## src/rtl/rl_pkg.sv

```systemverilog
package rl_pkg;
   typedef logic [2:0] rate_t;

   localparam rate_t RC_143 = 3'd0;
   localparam rate_t RC_177 = 3'd1;
   localparam rate_t RC_270 = 3'd2;
   localparam rate_t RC_360 = 3'd3;
   localparam rate_t RC_540 = 3'd4;
   localparam rate_t RC_HD  = 3'd5;

   typedef enum logic {ST_ACQ, ST_TRK} lock_st_t;

   // Search order with optional 177 skip and optional HD stage
   function automatic rate_t next_rate(input rate_t r, input logic skip177, input logic hd);
      case (r)
         RC_143:  return skip177 ? RC_270 : RC_177;
         RC_177:  return RC_270;
         RC_270:  return RC_360;
         RC_360:  return RC_540;
         RC_540:  return hd ? RC_HD : RC_143;
         default: return RC_143;
      endcase
   endfunction
endpackage

```

## src/rtl/rl_freq_meter.sv

```systemverilog
module rl_freq_meter #(
   parameter int WIN_LEN = 1024,
   parameter int CW      = 11
) (
   input  logic          clk,
   input  logic          rst,
   input  logic          tick,
   output logic          win_end,
   output logic [CW-1:0] total
);
   localparam int PW = $clog2(WIN_LEN);

   logic [PW-1:0] phase;
   logic [CW-1:0] acc;

   assign win_end = (phase == PW'(WIN_LEN - 1));
   assign total   = acc + CW'(tick);

   always_ff @(posedge clk) begin
      if (rst) begin
         phase <= '0;
         acc   <= '0;
      end else if (win_end) begin
         phase <= '0;
         acc   <= '0;
      end else begin
         phase <= phase + 1'b1;
         acc   <= total;
      end
   end

   AST_COUNT_BOUND: assert property (@(posedge clk) disable iff (rst)
      acc <= CW'(phase));
endmodule

```

## src/rtl/rl_band_judge.sv

```systemverilog
module rl_band_judge #(
   parameter int CW         = 11,
   parameter int EXP_CNT    = 512,
   parameter int LOCK_PCT   = 1,
   parameter int UNLOCK_PCT = 2
) (
   input  logic [CW-1:0] total,
   output logic          near,
   output logic          far
);
   localparam int TOL_IN  = EXP_CNT * LOCK_PCT / 100;
   localparam int TOL_OUT = EXP_CNT * UNLOCK_PCT / 100;
   localparam logic [CW-1:0] EXP_V = CW'(EXP_CNT);

   logic [CW-1:0] diff;

   always_comb begin
      if (total > EXP_V) diff = total - EXP_V;
      else               diff = EXP_V - total;
   end

   assign near = (diff <= CW'(TOL_IN));
   assign far  = (diff >  CW'(TOL_OUT));
endmodule

```

## src/rtl/rl_search_fsm.sv

```systemverilog
module rl_search_fsm
   import rl_pkg::*;
#(
   parameter int DWELL = 2,
   parameter bit HD_EN = 1'b1
) (
   input  logic  clk,
   input  logic  rst,
   input  logic  win_end,
   input  logic  near,
   input  logic  far,
   input  logic  auto_en,
   input  logic  asi_on,
   input  rate_t prog_rate,
   output rate_t cand,
   output rate_t rate_code,
   output logic  locked,
   output logic  sd_flag
);
   localparam int DW = (DWELL > 1) ? $clog2(DWELL) : 1;

   lock_st_t      st;
   rate_t         last_rate;
   logic [DW-1:0] dwell;
   rate_t         top_code;
   rate_t         eff_prog;
   logic          blocked;
   logic          retarget;

   generate
      if (HD_EN) begin : g_hd
         assign top_code = RC_HD;
      end else begin : g_sd
         assign top_code = RC_540;
      end
   endgenerate

   assign eff_prog  = (prog_rate <= top_code) ? prog_rate : cand;
   assign retarget  = !auto_en && (eff_prog != cand);
   assign blocked   = auto_en && asi_on && (cand == RC_177);
   assign locked    = (st == ST_TRK);
   assign sd_flag   = locked && (cand != RC_HD);
   assign rate_code = auto_en ? last_rate : cand;

   always_ff @(posedge clk) begin
      if (rst) begin
         st        <= ST_ACQ;
         cand      <= RC_143;
         last_rate <= RC_143;
         dwell     <= '0;
      end else if (win_end) begin
         if (st == ST_TRK) begin
            if (far || retarget) begin
               st    <= ST_ACQ;
               dwell <= '0;
               if (retarget) cand <= eff_prog;
            end
         end else if (retarget) begin
            cand  <= eff_prog;
            dwell <= '0;
         end else if (near && !blocked) begin
            st        <= ST_TRK;
            last_rate <= cand;
            dwell     <= '0;
         end else if (auto_en) begin
            if (dwell == DW'(DWELL - 1)) begin
               dwell <= '0;
               cand  <= next_rate(cand, asi_on, HD_EN);
            end else begin
               dwell <= dwell + 1'b1;
            end
         end
      end
   end

   AST_LOCK_AT_WINDOW: assert property (@(posedge clk) disable iff (rst)
      (st != $past(st)) |-> $past(win_end));
   AST_CAND_RANGE: assert property (@(posedge clk) disable iff (rst)
      cand <= top_code);
   AST_DWELL_BOUND: assert property (@(posedge clk) disable iff (rst)
      32'(dwell) < DWELL);
   AST_NO_ASI_177: assert property (@(posedge clk) disable iff (rst)
      $rose(locked) |-> !($past(auto_en) && $past(asi_on) && cand == RC_177));
   AST_UNLOCK_CAUSE: assert property (@(posedge clk) disable iff (rst)
      $fell(locked) |-> ($past(far) || !$past(auto_en)));
   AST_HOLD_WHILE_LOCKED: assert property (@(posedge clk) disable iff (rst)
      (locked && $past(locked) && $past(auto_en)) |-> $stable(cand));
endmodule

```

## src/rtl/rate_lock_ctrl.sv

```systemverilog
module rate_lock_ctrl #(
   parameter int WIN_LEN    = 1024,
   parameter int EXP_CNT    = 512,
   parameter int LOCK_PCT   = 1,
   parameter int UNLOCK_PCT = 2,
   parameter int DWELL      = 2,
   parameter bit HD_EN      = 1'b1
) (
   input  logic       clk,
   input  logic       rst,
   input  logic       osc_tick,
   input  logic       auto_en,
   input  logic       asi_on,
   input  logic [2:0] prog_rate,
   output logic [2:0] div_sel,
   output logic [2:0] rate_code,
   output logic       locked,
   output logic       sd_flag
);
   localparam int CW = $clog2(WIN_LEN + 1);

   generate
      if (WIN_LEN < 2) begin : g_bad_win
         $error("WIN_LEN must be at least 2");
      end
      if (EXP_CNT < 1 || EXP_CNT > WIN_LEN) begin : g_bad_exp
         $error("EXP_CNT must lie in 1..WIN_LEN");
      end
      if (UNLOCK_PCT < LOCK_PCT) begin : g_bad_band
         $error("UNLOCK_PCT must not be below LOCK_PCT");
      end
      if (DWELL < 1) begin : g_bad_dwell
         $error("DWELL must be at least 1");
      end
   endgenerate

   logic          win_end;
   logic [CW-1:0] total;
   logic          near;
   logic          far;

   rl_freq_meter #(.WIN_LEN(WIN_LEN), .CW(CW)) u_meter (
      .clk(clk), .rst(rst), .tick(osc_tick), .win_end(win_end), .total(total)
   );

   rl_band_judge #(.CW(CW), .EXP_CNT(EXP_CNT), .LOCK_PCT(LOCK_PCT),
                   .UNLOCK_PCT(UNLOCK_PCT)) u_judge (
      .total(total), .near(near), .far(far)
   );

   rl_search_fsm #(.DWELL(DWELL), .HD_EN(HD_EN)) u_fsm (
      .clk(clk), .rst(rst), .win_end(win_end), .near(near), .far(far),
      .auto_en(auto_en), .asi_on(asi_on), .prog_rate(prog_rate),
      .cand(div_sel), .rate_code(rate_code), .locked(locked), .sd_flag(sd_flag)
   );
endmodule

```

## config.mk

```make
export PLATFORM = sky130hd
export DESIGN_NAME = rate_lock_ctrl
export DESIGN_NICKNAME = d
export VERILOG_FILES = /design/src/rtl/rl_pkg.sv /design/src/rtl/rl_freq_meter.sv /design/src/rtl/rl_band_judge.sv /design/src/rtl/rl_search_fsm.sv /design/src/rtl/rate_lock_ctrl.sv
export SDC_FILE = /design/constraint.sdc
export NUM_CORES = 1
export LEC_CHECK = 0
export CAP_MARGIN = 20
export CORE_UTILIZATION = 54
export CTS_CLUSTER_DIAMETER = 40
export DETAILED_ROUTE_END_ITERATION = 8
export GPL_ROUTABILITY_DRIVEN = 1
export PLACE_DENSITY_LB_ADDON = 0.2
export SETUP_SLACK_MARGIN = 0.05
export SYNTH_ARGS = -nofsm -noshare
export SYNTH_HDL_FRONTEND = slang
export SYNTH_SLANG_ARGS = --single-unit
```

## constraint.sdc

```tcl
create_clock -name clk -period 5.1 [get_ports clk]
set_input_delay 1.02 -clock clk [delete_from_list [all_inputs] [get_ports clk]]
set_output_delay 1.02 -clock clk [all_outputs]
set_load 0.03 [all_outputs]
```

==> qor.csv, run 1 <==
metric,value,unit
H-tree depth,2,
crit path to,u_fsm.dwell,
reg2reg end,u_fsm.last_rate[1],
max_cap viols,0,
Routed Antenna Nets,0,
WL/cell,13.9,µm
via density per instance,5.82,
root buffer cell,clkbuf_8,
first-pass GRT wire length,7.51,mm
Hold Path Class,reg2reg,
die width,63.6,µm
Inserted Clock Buffers,5,
Hold Buf Count CTS,0,
sw power,147,µW
top-count cell post-synth,nor2_1,
Comb pwr share,16.4,%
routed via count,1792,
"FF+latch count, synth",29,
CTS tree,built,
post-CTS sizing,0,
IO buf count,15,
"Core Util, Final",63.8,%
core area,3660,µm²
final hold violation count,0,
CTS max path bufs,2,
Clock transition at path regs,0.07,ns
Worst setup EP type,flip-flop,
Startpoint Class,primary input,
area share of the largest cell type after synthesis,28.3,%
Residual DRC,0,
Post-synth EDFFs,0,
# diodes,0,
row cnt,22,
Seq pwr share,40.4,%
"Async S/R FF share, synth",0,%
# nets final,273,
top achievable clock speed,0.226,GHz
library cells used by synthesis,64,
Post-Syn Area,2050,µm²
endpoints failing setup,0,
"Avg Cell Area, Syn",8.29,µm²
drt first pass iters,4,
status,completed,
worst vdd rail ir drop,0.000201,V
Area contributors post-synth,"dfxtp_1, nor2_1, xnor2_1",
RSZ-0062 raised after global routing,no,
worst r2r src,u_meter.acc[2],
actual slew at the worst max-slew pin,0.559,ns
Synthesis Warnings,0,
part of the Yosys area used for sequential elements,28.3,%
top post-synthesis cells by count,"nor2_1, dfxtp_1, nand2_1",
Worst-Skew Late Latency,0.28,ns
Iter 0 DRT Violations,149,
initial antenna violation count,0,
placed cell area,2220,µm²
relative slew slack,62.6,%
post-DP HPWL,3.18,mm
Final TNS setup,0,ns
CTS Sinks,29,
full die area,4040,µm²
final wirelength,4.28,mm
pwr/cell area,247,nW/µm²
Worst R2R Setup Slack,1.48,ns
R2R depth,12,
postcts setup bufs,0,
Finished Cell Area,2340,µm²
critical path startpoint,osc_tick,
hold depth,1,
Sw Ratio,25.5,%
layout cells sized above 1,12.7,%
top_reg_cell synth,dfxtp_1,
post-synth net total,261,
largest net degree at the start of global routing,20,
CP arrival,4.64,ns
min Tclk post-route,4.43,ns
Int Pwr,431,µW
Max Clock Skew,0.00466,ns
Crit Path Max Fanout,11,
dpl ws,0.374,ns
number of global-route vias before repair,1695,
crit path kind,in2reg,
Mapped Cells,247,
clock network fraction of design power,43.2,%
total grt overflow,0,
worst path required time,5.31,ns
Final Cycle Share,86.8,%
IO Count,16,
Area growth syn-to-layout,14.1,%
Routability Congestion,0.861,
initial core utilization,55.9,%
fin. max-slew vios,0,
global-route usage over all layers,23.6,%
Die Y,63.6,µm
P_leak,0.000893,µW
cell taking the most area after synthesis,dfxtp_1,
Setup WS post-layout,0.671,ns
layer usage:
metal | global-route usage (%) | vias up | routed length [µm]
met5 | 0 | - | 0
met4 | 9.38 | 0 | 56
met3 | 4.35 | 6 | 114
met2 | 38.7 | 21 | 2060
met1 | 30.1 | 858 | 2050
li1 | - | 907 | -
cell families (layout without fill, tap and decap cells):
family	Yosys count	in the layout	synth area share [%]
AO/OA/AOI/OAI	50	50	17.7
AND/OR/NAND/NOR	109	109	30.5
buffers and inverters	21	34	4.40
adder cells (fa/ha/maj)	6	6	3.67
flip-flops	29	29	28.3
XOR/XNOR	23	23	10.9
multiplexers	9	9	4.52
critical path, cell delays in order:
cell,delay [ns]
clkdlybuf4s50_1,0.40
ha_1,0.25
ha_1,0.22
buf_4,0.18
and3_4,0.20
xnor2_2,0.29
nand3_2,0.20
nor4_4,0.33
mux2i_1,0.15
a221oi_2,0.38
or2_1,0.16
o21ai_1,0.12
or4_1,0.58
a21oi_1,0.15
area by class of cell:
cell class,instances,area [µm²]
Tap cell,48,60.1
Fill cell,319,1320
Clock inverter,2,37.5
Inverter,9,33.8
Timing Repair Buffer,17,165
Multi-Input combinational cell,197,1380
Sequential cell,29,581
Clock buffer,6,82.6
state kept, by name (all words and copies together) (netlist names):
signal	cells
u_fsm.cand	3
u_meter.phase	10
u_fsm.locked	1
u_fsm.last_rate	3
u_fsm.dwell	1
u_meter.acc	11
layout by cell type, fill, tap and decap left out, types with 6 or more instances in the layout:
cell | Yosys | layout
a21oi_1 | 10 | 10
clkbuf_8 | 0 | 6
clkdlybuf4s50_1 | 0 | 15
dfxtp_1 | 29 | 29
ha_1 | 6 | 6
inv_1 | 9 | 9
mux2i_1 | 7 | 7
nand2_1 | 16 | 16
nand3_1 | 13 | 13
nor2_1 | 35 | 35
o21ai_0 | 13 | 13
xnor2_1 | 12 | 12
xor2_1 | 8 | 8
power groups by stage:
| stage | Sequential, µW | Clock [µW] | Combinational, µW |
|---|---|---|---|
| floorplan | 238 | 0 | 75.1 |
| global placement | 238 | 0 | 93.9 |
| detailed placement | 238 | 0 | 93.9 |
| CTS | 233 | 255 | 94.5 |
| global route | 234 | 265 | 107 |
| finish | 233 | 250 | 94.8 |
worst min-delay path by stage:
stage / to / from / slack, ns
4_1_cts: u_meter.phase[0] / u_meter.phase[0] / 0.46
2_1_floorplan: u_meter.phase[0] / u_meter.phase[0] / 0.43
3_5_place_dp: u_meter.phase[0] / u_meter.phase[0] / 0.45
6_report: u_meter.phase[0] / u_meter.phase[0] / 0.46
5_1_grt: u_meter.phase[0] / u_meter.phase[0] / 0.49
3_3_place_gp: u_meter.phase[0] / u_meter.phase[0] / 0.44
metrics by stage:
step                      hold WS (ns)  total power, µW  instances
final                            0.462              578        308
after global routing             0.486              606        308
after CTS                        0.464              583        308
after detailed placement         0.448              332        300
after global placement           0.445              332        300
after floorplan                  0.430              313        247
Power figures use the tool's default switching activity.
==> run 2, diff against run 1 <==
--- a/config.mk
+++ b/config.mk
@@ -7,7 +7,6 @@
 export LEC_CHECK = 0
 export CAP_MARGIN = 20
 export CORE_UTILIZATION = 54
-export CTS_CLUSTER_DIAMETER = 40
 export DETAILED_ROUTE_END_ITERATION = 8
 export GPL_ROUTABILITY_DRIVEN = 1
 export PLACE_DENSITY_LB_ADDON = 0.2
==> constraint.sdc (replaced) <==
create_clock -name clk -period 5.1 [get_ports clk]
set_input_delay 1.53 -clock clk [delete_from_list [all_inputs] [get_ports clk]]
set_output_delay 1.53 -clock clk [all_outputs]
set_load 0.03 [all_outputs]
==> run 2 against run 1 <==
Critical path depth is 2 higher. Utilization is 2.2 points higher. Clock power is 9.6% lower. Sequential cell count stayed put. Power is 2.1% lower. Largest cell class unchanged. Largest power group is now registers.
==> qor.csv, run 2 (synthesized netlist as in run 1, its figures left out) <==
metric,value,unit
Worst R2R Setup Slack,1.52,ns
P_leak,0.000950,µW
largest net degree at the start of global routing,20,
Max Clock Skew,0.00259,ns
Crit Path Max Fanout,5,
hold depth,1,
Area growth syn-to-layout,18.1,%
routed via count,1849,
R2R depth,13,
final wirelength,4.37,mm
IO buf count,15,
post-DP HPWL,3.22,mm
row cnt,22,
Iter 0 DRT Violations,155,
Sw Ratio,25.3,%
root buffer cell,clkbuf_8,
"Largest delay share family, worst path",simple AND/OR/NAND/NOR gates,
top achievable clock speed,0.207,GHz
Hold Path Class,reg2reg,
total grt overflow,0,
"most common cell after layout, fill and taps aside",nor2_1,
# nets final,286,
Crit-path slowest cell,or4b_4,
Worst-Skew Late Latency,0.28,ns
Int Pwr,423,µW
crit path kind,in2reg,
sw power,143,µW
status,completed,
initial core utilization,55.9,%
Hold Buf Count CTS,0,
number of global-route vias before repair,1696,
first-pass GRT wire length,7.60,mm
Residual DRC,0,
WL/cell,13.6,µm
CTS Sinks,29,
relative slew slack,65.9,%
worst r2r src,u_meter.acc[2],
layout cells sized above 1,16.5,%
IO Count,16,
full die area,4040,µm²
initial antenna violation count,0,
reg2reg end,u_fsm.last_rate[1],
fillers,310,
pwr/cell area,234,nW/µm²
Worst setup EP type,flip-flop,
via density per instance,5.78,
max_cap viols,0,
Biggest register,u_meter.acc,
Hold Crit Endpoint,u_meter.phase[0],
# diodes,0,
Die Y,63.6,µm
Routability Congestion,0.856,
core area,3660,µm²
endpoints failing setup,0,
RSZ-0062 raised after global routing,no,
worst hold start,u_meter.phase[0],
Largest regs,"u_meter.acc: 11 flops, u_meter.phase: 10 flops",
Routed Antenna Nets,0,
clock network fraction of design power,39.9,%
worst path required time,5.25,ns
min Tclk post-route,4.82,ns
crit-path cells,"clkdlybuf4s50_1, ha_1, buf_4, nand2_1, nor3_1, xor2_1, inv_1, ha_1, inv_1, o41ai_2, o21a_1, or4b_4, nor4b_4, nand3_2, mux2i_1, nor2_1",
actual slew at the worst max-slew pin,0.509,ns
max reg flops,11,
Max stage delay on crit path,0.55,ns
postcts setup bufs,0,
Final TNS setup,0,ns
H-tree depth,2,
CP arrival,4.97,ns
post-CTS sizing,0,
worst vdd rail ir drop,0.000194,V
Inserted Clock Buffers,5,
"commonest non-fill, non-tap cells in the layout","nor2_1, dfxtp_1, nand2_1",
Final Cycle Share,94.5,%
die width,63.6,µm
Startpoint Class,primary input,
CTS tree,built,
Seq pwr share,41.2,%
drt first pass iters,4,
CTS max path bufs,2,
"Buf+Inv Stages, Crit Path",4,
Comb pwr share,18.9,%
fin. max-slew vios,0,
Clock transition at path regs,0.06,ns
final hold violation count,0,
final hold slack,0.467,ns
global-route usage over all layers,24.1,%
[run 2: worst max-delay path by stage]
stage / startpoint / end / depth (start not counted)
global placement: osc_tick / u_fsm.last_rate[1] / 14
global route: osc_tick / u_fsm.last_rate[1] / 16
finish: osc_tick / u_fsm.last_rate[1] / 16
CTS: osc_tick / u_fsm.last_rate[1] / 16
floorplan: osc_tick / u_fsm.last_rate[0] / 16
detailed placement: osc_tick / u_fsm.last_rate[1] / 16
[run 2: per-layer routing]
layer	vias up	global-route usage, %	routed length (µm)
met1	866	30.4	2070
met2	32	39.0	2050
li1	943	-	-
met5	-	0	0
met4	0	9.66	78
met3	8	5.62	170
[run 2: power groups by stage]
stage / Clock (µW) / Combinational, µW / Sequential, µW
2_1_floorplan: 0 / 75.1 / 238
3_3_place_gp: 0 / 105 / 238
3_5_place_dp: 0 / 106 / 238
4_1_cts: 232 / 107 / 233
5_1_grt: 248 / 118 / 234
6_report: 226 / 107 / 233
[run 2: stage by stage]
stage	cell area (µm²)	setup slack, ns	utilization (%)	cells	power, µW
after floorplan	2050	0.242	-	247	313
after global placement	2310	0.0429	63.2	313	343
after detailed placement	2310	0.0360	63.2	313	345
after CTS	2420	0.325	66.1	320	572
after global routing	2420	0.108	66.1	320	599
final	2420	0.280	66.1	320	566
[run 2: layout make-up]
class,count,area [µm²],area share (%)
Clock buffer,5,68.8,2.85
Clock inverter,2,35.0,1.45
Inverter,9,33.8,1.40
Multi-Input combinational cell,197,1380,57.0
Sequential cell,29,581,24.0
Tap cell,48,60.1,2.48
Timing Repair Buffer,30,263,10.9
==> run 3, diff against run 2 <==
--- a/config.mk
+++ b/config.mk
@@ -5,7 +5,7 @@
 export SDC_FILE = /design/constraint.sdc
 export NUM_CORES = 1
 export LEC_CHECK = 0
-export CAP_MARGIN = 20
+export CAP_MARGIN = 10
 export CORE_UTILIZATION = 54
 export DETAILED_ROUTE_END_ITERATION = 8
 export GPL_ROUTABILITY_DRIVEN = 1
==> constraint.sdc (replaced) <==
create_clock -name clk -period 5.75 [get_ports clk]
set_input_delay 1.725 -clock clk [delete_from_list [all_inputs] [get_ports clk]]
set_output_delay 1.725 -clock clk [all_outputs]
set_load 0.03 [all_outputs]
==> run 3 against run 2 <==
Die area unchanged. Count of clock-buffer cells in the layout grew 2. Sequential share of layout area up 1.2 points. Combinational power decreased by 20%. Critical path depth is 2 lower. Worst setup slack better by 0.26 ns. Cell area down 4.8%. Sequential power down 11%. Utilization is 3.1 points lower. First-iteration DRC count decreased by 45%. Via count shrank 1.4%. Hold slack better by 0.00076 ns. Largest power group unchanged.
==> qor.csv, run 3 (synthesized netlist as in run 1, its figures left out) <==
metric,value,unit
R2R depth,12,
CP arrival,5.36,ns
"Core Util, Final",62.9,%
RSZ-0062 raised after global routing,no,
Crit-path slowest cell,or4b_4,
Residual DRC,0,
# diodes,0,
max reg flops,11,
Biggest register,u_meter.acc,
crit path kind,in2reg,
postcts setup bufs,0,
CTS Sinks,29,
Comb pwr share,18.5,%
fin cells,307,
placed cell count,300,
endpoints failing setup,0,
Power Total,460,µW
Final TNS setup,0,ns
via density per instance,5.94,
"Largest delay share family, worst path",simple AND/OR/NAND/NOR gates,
hold depth,1,
final hold violation count,0,
clock network fraction of design power,36.5,%
die width,63.6,µm
Setup WS post-layout,0.539,ns
total grt overflow,0,
Max Clock Skew,0.00544,ns
Final Cycle Share,90.6,%
full die area,4040,µm²
P_leak,0.000880,µW
max_cap viols,0,
actual slew at the worst max-slew pin,0.541,ns
Crit Path Max Fanout,7,
root buffer cell,clkbuf_8,
post-CTS sizing,0,
status,completed,
Seq pwr share,45.0,%
final wirelength,4.42,mm
drt first pass iters,4,
core area,3660,µm²
CTS tree,built,
initial antenna violation count,0,
IO Count,16,
IO buf count,15,
WL/cell,14.4,µm
Hold Buf Count CTS,0,
Routability Congestion,0.892,
Worst-Skew Late Latency,0.28,ns
sw power,124,µW
global-route usage over all layers,23.3,%
pwr/cell area,200,nW/µm²
"Buf+Inv Stages, Crit Path",2,
worst vdd rail ir drop,0.000178,V
Die Y,63.6,µm
first-pass GRT wire length,7.44,mm
Sw Ratio,26.9,%
relative slew slack,63.8,%
worst path required time,5.90,ns
post-DP HPWL,3.20,mm
fin. max-slew vios,0,
Max stage delay on crit path,0.55,ns
largest net degree at the start of global routing,20,
CTS max path bufs,2,
"most common cell after layout, fill and taps aside",nor2_1,
initial core utilization,55.9,%
Largest regs,"u_meter.acc: 11 flops, u_meter.phase: 10 flops",
"commonest non-fill, non-tap cells in the layout","nor2_1, dfxtp_1, nand2_1",
Clock transition at path regs,0.06,ns
Area growth syn-to-layout,12.5,%
Worst setup EP type,flip-flop,
layout cells sized above 1,12.0,%
Int Pwr,336,µW
# nets final,273,
top achievable clock speed,0.192,GHz
routed via count,1824,
crit-path cells,"clkdlybuf4s50_1, ha_1, ha_1, inv_1, ha_1, and2b_1, a32oi_2, o41ai_2, o21a_1, or4b_4, nor4b_4, nand3_2, mux2i_1, nor2_1",
Startpoint Class,primary input,
number of global-route vias before repair,1614,
min Tclk post-route,5.21,ns
H-tree depth,2,
Hold Path Class,reg2reg,
Inserted Clock Buffers,5,
Routed Antenna Nets,0,
dpl ws,0.266,ns
most frequent cell on the critical path,ha_1,
Iter 0 DRT Violations,86,
CP Depth,14,
row cnt,22,
fillers,320,
==> run 3: routing by layer <==
| layer | global-route usage (%) | vias up | share of wire, % |
|---|---|---|---|
| met5 | 0 | - | 0 |
| met4 | 9.66 | 0 | 1.9 |
| met3 | 3.62 | 9 | 4.1 |
| met2 | 37.1 | 43 | 46 |
| met1 | 30.8 | 859 | 48 |
| li1 | - | 913 | - |
==> run 3: final cells by class <==
type                       instances  area [µm²]  share of cell area (%)
clock buffer                       7        86.3                    3.75
inverter                           9        33.8                    1.47
multi-input combinational        197        1380                    59.8
sequential                        29         581                    25.2
tap                               48        60.1                    2.61
timing repair buffer              17         165                    7.17
==> run 3: worst register-to-register path: stages, from the launching register on <==
cell     delay, ns
dfxtp_1       0.49
nand4_1       0.27
or4_4         0.58
and2_1        0.21
ha_1          0.22
inv_1         0.14
o41ai_2       0.13
o21a_1        0.15
or4b_4        0.55
nor4b_4       0.36
nand3_2       0.17
mux2i_1       0.20
nor2_1        0.06
==> run 3: final timing paths <==
kind | from | end | slack (ns)
worst min-delay path | u_meter.phase[0] | u_meter.phase[0] | 0.47
worst max register to register | u_meter.acc[2] | u_fsm.last_rate[0] | 2.11
worst min register to register | u_meter.phase[0] | u_meter.phase[0] | 0.47
worst max-delay path | osc_tick | u_fsm.last_rate[0] | 0.54
==> run 3: per-stage QoR <==
stage / instance area, µm² / hold WS [ns]
global route: 2300 / 0.544
finish: 2300 / 0.468
CTS: 2300 / 0.470
global placement: 2220 / 0.444
detailed placement: 2220 / 0.457
floorplan: 2050 / 0.430
==> run 3: power by group through the flow <==
stage | sequential [µW] | combinational, µW | clock (µW)
6_report | 207 | 85.1 | 168
4_1_cts | 207 | 84.3 | 173
5_1_grt | 207 | 94.1 | 179
3_5_place_dp | 211 | 83.7 | 0
2_1_floorplan | 211 | 66.6 | 0
3_3_place_gp | 211 | 84.5 | 0
